## config.mk

```make
export PLATFORM = sky130hd
export DESIGN_NAME = rst_seq_ctrl
export DESIGN_NICKNAME = d
export VERILOG_FILES = /design/src/rtl/rstseq_pkg.sv /design/src/rtl/rstseq_sync.sv /design/src/rtl/rstseq_mode_dec.sv /design/src/rtl/rstseq_hold.sv /design/src/rtl/rst_seq_ctrl.sv
export SDC_FILE = /design/constraint.sdc
export NUM_CORES = 1
export LEC_CHECK = 0
export BUFFER_PORTS_ARGS = -buffer_cell sky130_fd_sc_hd__buf_2
export CAP_MARGIN = 10
export CORE_UTILIZATION = 39
export CTS_BUF_LIST = sky130_fd_sc_hd__clkbuf_16
export CTS_CLUSTER_SIZE = 10
export DETAILED_ROUTE_END_ITERATION = 10
export PLACE_DENSITY = 0.64
export SLEW_MARGIN = 20
export SYNTH_ARGS = -nofsm -noshare
export SYNTH_HDL_FRONTEND = slang
export SYNTH_SLANG_ARGS = --single-unit
```

## constraint.sdc

```tcl
create_clock -name clk -period 2.25 [get_ports clk]
set_input_delay 0.225 -clock clk [delete_from_list [all_inputs] [get_ports clk]]
set_output_delay 0.225 -clock clk [all_outputs]
set_load 0.005 [all_outputs]
```

## src/rtl/rstseq_pkg.sv

```systemverilog
package rstseq_pkg;

    typedef enum logic [1:0] {
        OPM_RUN  = 2'b00,
        OPM_ALTA = 2'b01,
        OPM_ALTB = 2'b10,
        OPM_SOFT = 2'b11
    } op_mode_e;

    function automatic logic mode_is_soft(input logic [1:0] m);
        return op_mode_e'(m) == OPM_SOFT;
    endfunction

endpackage

```

## src/rtl/rstseq_sync.sv

```systemverilog
module rstseq_sync #(
    parameter int STAGES = 2
) (
    input  logic clk,
    input  logic arst_n,
    output logic rel_n
);
    localparam int LAST = STAGES - 1;

    logic [STAGES-1:0] sh_d, sh_q;

    generate
        if (STAGES == 1) begin : g_single
            always_comb sh_d = 1'b1;
        end else begin : g_chain
            always_comb sh_d = {sh_q[STAGES-2:0], 1'b1};
        end
    endgenerate

    always_ff @(posedge clk or negedge arst_n) begin
        if (!arst_n) sh_q <= '0;
        else         sh_q <= sh_d;
    end

    assign rel_n = sh_q[LAST];
endmodule

```

## src/rtl/rstseq_mode_dec.sv

```systemverilog
module rstseq_mode_dec
    import rstseq_pkg::*;
(
    input  logic [1:0] op_mode,
    output logic       soft_req
);
    always_comb begin
        unique case (op_mode_e'(op_mode))
            OPM_SOFT: soft_req = 1'b1;
            default:  soft_req = mode_is_soft(op_mode);
        endcase
    end
endmodule

```

## src/rtl/rstseq_hold.sv

```systemverilog
module rstseq_hold #(
    parameter int HOLD = 7562,
    localparam int CW  = $clog2(HOLD + 1)
) (
    input  logic clk,
    input  logic arst_n,
    input  logic src,
    output logic core,
    output logic init_req,
    output logic done
);
    typedef struct packed {
        logic [CW-1:0] cnt;
        logic          core;
        logic          init;
        logic          done;
    } hold_st_t;

    localparam logic [CW-1:0] LOAD = CW'(HOLD);
    localparam hold_st_t ST_RST = '{cnt: LOAD, core: 1'b1, init: 1'b0, done: 1'b0};

    hold_st_t s_d, s_q;

    always_comb begin
        s_d = s_q;
        if (src) begin
            s_d.cnt  = LOAD;
            s_d.core = 1'b1;
            s_d.init = 1'b0;
        end else begin
            s_d.core = (s_q.cnt != '0);
            s_d.init = (s_q.cnt != '0);
            s_d.cnt  = (s_q.cnt != '0) ? s_q.cnt - CW'(1) : '0;
        end
        s_d.done = s_q.core & ~s_d.core;
    end

    always_ff @(posedge clk or negedge arst_n) begin
        if (!arst_n) s_q <= ST_RST;
        else         s_q <= s_d;
    end

    assign core     = s_q.core;
    assign init_req = s_q.init;
    assign done     = s_q.done;
endmodule

```

## src/rtl/rst_seq_ctrl.sv

```systemverilog
module rst_seq_ctrl #(
    parameter int HOLD_CYCLES = 7562,
    parameter int SYNC_STAGES = 2
) (
    input  logic       clk,
    input  logic       ext_rst_n,
    input  logic [1:0] op_mode,
    output logic       pad_rst,
    output logic       core_rst,
    output logic       ctl_reg_rst,
    output logic       mem_init_req,
    output logic       refresh_en,
    output logic       rst_done
);
    logic pin_rel_n;
    logic soft_req;
    logic src;
    logic core_w;

    rstseq_sync #(.STAGES(SYNC_STAGES)) u_sync (
        .clk    (clk),
        .arst_n (ext_rst_n),
        .rel_n  (pin_rel_n)
    );

    rstseq_mode_dec u_mode (
        .op_mode  (op_mode),
        .soft_req (soft_req)
    );

    assign src = ~pin_rel_n | soft_req;

    rstseq_hold #(.HOLD(HOLD_CYCLES)) u_hold (
        .clk      (clk),
        .arst_n   (ext_rst_n),
        .src      (src),
        .core     (core_w),
        .init_req (mem_init_req),
        .done     (rst_done)
    );

    assign core_rst    = core_w;
    assign pad_rst     = ~ext_rst_n | core_w;
    assign ctl_reg_rst = ~pin_rel_n;
    assign refresh_en  = ~core_w;
endmodule

```

Yosys cells after proc, flatten, opt, wreduce, memory -nomap -nowiden
Cells that the tools add are included.
Cells by class
  add/sub/neg operators: 1
  eq/ne operators: 1
  multiplexer cells: 3
  bitwise operators: 7
  reductions and logical operators: 1
Operators with widths (number)
  15-bit two-way mux: 1
  13-bit two-way mux: 1
  13-bit nonzero test: 1
  13-bit by 1-bit subtractor with 13-bit output (second input constant): 1
  1-bit inverter: 4
  2-bit == test (second input constant): 1
  1-bit OR: 2
  1-bit bitwise AND: 1
  1-bit two-way mux: 1
Word-level totals
  flip-flop bits (word level): 18
  input bits: 4
  output and inout bits: 6
  word-level logic and storage cells: 18

Depth between registers and ports, before layout
  depth in word-level cells: 6
  mapped depth: 7
  gate-level depth less buffers: 6

Hierarchy
Synthesis repeated with hierarchy kept, for this count alone.
Second synthesis, totals
  cell total of the unflattened synthesis: 77
  area, all modules: 845.8 um^2
Modules (own cells, without submodules)
  rstseq_hold: instances 1, cells each 69, area each 765.7 um^2, seq. area each 410.4 um^2
  rstseq_sync: instances 1, cells each 3, area each 53.8 um^2, seq. area each 50.0 um^2
  rst_seq_ctrl: instances 1, cells each 4, area each 20.0 um^2, seq. area each 0.0 um^2
  rstseq_mode_dec: instances 1, cells each 1, area each 6.3 um^2, seq. area each 0.0 um^2

Worst setup path after synthesis
OpenSTA, ideal clock, no wires.
  path kind: register -> register
  from: register u_hold.s_q[3] in the netlist's numbering
  to: register u_hold.s_q[15] in the netlist's numbering
  library setup time: 65 ps
  arrival time: 1552 ps
  required time: 2185 ps
  path slack: 633 ps
  cell stages (with the launch flop): 7
  path buffers: 0
  period minus slack after synthesis: 1617 ps
  cell sequence: dfrtp_1 inv_1 ha_1 nor3b_1 nand3_1 a211o_1 nand3_1
RTL lines
  from (decl): line rstseq_hold.sv:22  | hold_st_t s_d, s_q;
  from (signal assigned): line rstseq_hold.sv:39  | if (!arst_n) s_q <= ST_RST;
  from (signal assigned): line rstseq_hold.sv:40  | else s_q <= s_d;

==> summary.md <==
| Metric | Value |
|---|---|
| Outcome | finished, final reports clean |
| Cell family with most CP delay | simple AND/OR/NAND/NOR gates |
| Reg-to-Reg Start | u_hold.s_q[3] |
| Layout cells sized above 1 | between 20% and 30% |
| Initial antenna violation count | 0 |
| Top post-synthesis cells by count | nor2_1, dfrtp_1, dfstp_2 |
| GPL Wtd Cong | 0.791 |
| Top FF cell, synth | dfrtp_1 |
| EDFF count, synth | 0 |
| Post-layout min period | 1.96 ns |
| Tcrit/Tclk final | 87.1% |
| DRC Markers | 0 |
| Yosys top cell area share | between 20% and 30% |
| CP arrival | about 2.1 ns |
| Relative slew slack | 53.1% |
| Worst Setup SP | u_hold.s_q[3] |
| Post-synth cell types | 26 |
| Post-Synthesis Cells | 76 |
| Syn Std Cell Area | approximately 840 um^2 |
| Sequential share of power | 46.7% |
| Global-route wire length before repair | 2.63 mm |
| CTS clock-pin slew for the worst setup and hold paths | 0.05 ns |
| WP data required | 2.43 ns |
| Syn Area/Cell | 11.1 um^2 |
| Post-synth ARST share | 100% |
| # setup viols final | 0 |
| Area of the multi-input gates | 359 um^2 |
| Via count | 564 |
| Core region area | 2000 um^2 |
| Max stage delay on crit path | 0.60 ns |
| Total gr overflow | 0 |
| Largest net degree at the start of global routing | 20 |
| Highest clock rate | 510 MHz |
| Internal | 0.593 mW |
| Sw frac | 20.3% |
| Ant. Diodes | 0 |
| Die Y | between 40 and 50 um |
| Yosys reg bits | 18 |
| Met3 routed WL | around 23 um |
| Worst reg2reg endpoint | u_hold.s_q[15] |
| CTS tree | yes |
| Drt pass-1 iters | 4 |
| Most frequent cell after synthesis | nor2_1 |
| R2R Setup Slk | 0.29 ns |
| CTS max path bufs | 2 |
| Clock H-tree levels | 1 |
| CTS buffer count | 3 |
| Number of clock sinks | 18 |
| DRT iter0 DRCs | 9 |
| Comb power frac | 6.1% |
| DR WL met2 | 737 um |
| Routed WL | 1.48 mm |
| Maximum VDD drop | 0.410 mV |
| LEAKAGE | around 0.44 nW |
| Biggest area consumer among synthesized cells | dfrtp_1 |
| Starting Density | 42.1% |
| Endpoints failing hold | 0 |
| Nets@finish | 96 |
| Crit-path max FO | 5 |
| Root buffer cell | clkbuf_16 |
| DIE WIDTH | 48.5 um |
| Buffers and inverters on the worst path | 1 |
| R2R cell count | 6 |
| # Max-Cap Violations | 0 |
| WL met1 | between 600 and 700 um |
| Hpwl dp | 1.07 mm |
| Sequential element share of the synthesized area | around 55% |
| Cell breakdown of the critical path | inv_1 -> ha_1 -> nor3b_1 -> nand3_1 -> a211o_1 -> nand3_1 |
| GR Util All Layers | 14.8% |
| Area Growth Syn to Fin | 19.3% |
| Hold_sp | u_sync.sh_q[0] |
| PortBufs | 9 |
| Startpoint Class | flip-flop |
| Reg area | 460 um^2 |
| Switching power | 0.151 mW |
| Worst Max-Slew Pin Slew | 0.701 ns |
| Setup TNS | 0 ns |
| Vias in the first global route | between 500 and 600 |
| # fillers | 189 |
| Crit. End Element | flip-flop |
| Clk pwr share | 47.2% |
| Hold slack | between 0.3 and 0.4 ns |
| RSZ-0062 raised after global routing | false |
| Util after Layout | about half |
| Rows | 16 |
| Syn nets | 82 |
| WP depth | 6 |
| Top routing layer in use | met4 |
| Crit-path most repeated cell | nand3_1 |
| I/O pin count | 10 |
| Max Clock Skew | 0.00421 ns |
| Die area | 2350 um^2 |
| Vias per inst | roughly 4.9 |
| Most area-consuming cells after synthesis | dfrtp_1, dfstp_2, xnor2_1 |
| Critical path's slowest cell | nor3b_1 |
| Worst hold path type | reg2reg |
| WL/cell | 12.7 um |
| Remaining antenna violation count | 0 |
| Worst setup path end | u_hold.s_q[15] |
| Kind of critical path | reg2reg |
| Synth Warn # | 0 |
| Power per cell area | 740 nW/um^2 |
| Postcts setup bufs | 0 |
| Max-slew violations | 0 |
| Worst-Skew Late Latency | 0.25 ns |
[worst min path at each step]
stage,depth (start not counted),slack [ns],end
2_1_floorplan,0,-0.07,u_hold.done
3_3_place_gp,1,0.18,u_hold.done
3_5_place_dp,1,0.18,u_hold.done
4_1_cts,0,0.35,u_sync.sh_q[1]
5_1_grt,0,0.35,u_sync.sh_q[1]
6_report,0,0.34,u_sync.sh_q[1]
[logic make-up after synthesis]
| kind of cell | count (synthesis) | synth area share [%] |
|---|---|---|
| buffers and inverters | 6 | 2.82 |
| AND/OR/NAND/NOR | 32 | 24.0 |
| flip-flops | 18 | 54.6 |
| adder cells (fa/ha/maj) | 2 | 2.97 |
| XOR/XNOR | 9 | 9.35 |
| AO/OA/AOI/OAI | 7 | 4.60 |
| multiplexers | 1 | 1.19 |
| other | 1 | 0.445 |
[sequential cells by signal, summed over array words and instances, names as in the netlist]
| register | flops |
|---|---|
| u_hold.s_q | 13 |
| u_hold.done | 1 |
| u_sync.sh_q | 2 |
| u_hold.init_req | 1 |
| u_hold.core | 1 |
[power by group through the flow]
stage	Combinational, mW	Sequential (mW)	Clock [mW]
global route	0.0523	0.349	0.369
global placement	0.0438	0.352	0
finish	0.0453	0.348	0.351
detailed placement	0.0446	0.352	0
floorplan	0.0273	0.351	0
CTS	0.0465	0.347	0.357
[metrics by stage]
stage                     instances  instance area, um^2  total power, mW  setup slack (ns)
after floorplan                  76                  843            0.378             0.633
after global placement          111                  917            0.396             0.318
after detailed placement        111                  917            0.397             0.328
after CTS                       116                 1010            0.751             0.286
after global routing            116                 1010            0.770             0.170
final                           116                 1010            0.744             0.291
[worst register-to-register path, cell delays in order (launching register included)]
cell     delay, ns
dfrtp_1       0.39
inv_1         0.09
ha_1          0.20
nor3b_1       0.60
nand3_1       0.21
a211o_1       0.31
nand3_1       0.10
[placed cells by master (no fill, tap or decap), types with 2 or more instances in the layout]
| cell type | instances |
|---|---|
| xnor2_1 | 6 |
| xor2_1 | 3 |
| dfstp_2 | 8 |
| ha_1 | 2 |
| nand2_1 | 6 |
| inv_1 | 6 |
| nor4_4 | 2 |
| nor2_1 | 12 |
| dfrtp_1 | 10 |
| clkbuf_16 | 3 |
| buf_2 | 9 |
| o21ai_0 | 4 |
| nand3_1 | 3 |
[routing by layer]
| layer | up-vias | track usage, % |
|---|---|---|
| li1 | 277 | - |
| met1 | 278 | 19.8 |
| met2 | 5 | 23.0 |
| met3 | 4 | 2.83 |
| met4 | 0 | 7.35 |
| met5 | - | 0 |
[area by class of cell]
cell class / instances / area share, %
flip-flops and latches: 18 / 45.8
multi-input cells: 52 / 35.7
clock buffers: 3 / 7.46
repair buffers: 10 / 5.47
well taps: 27 / 3.36
inverters: 5 / 1.87
clock inverters: 1 / 0.373
[timing repair]
action / in CTS / in global routing
hold buffers: 1 / 0
hold endpoints to repair: 10 / 0
gates resized for setup: 0 / 0
(Power assumes the default switching activity.)
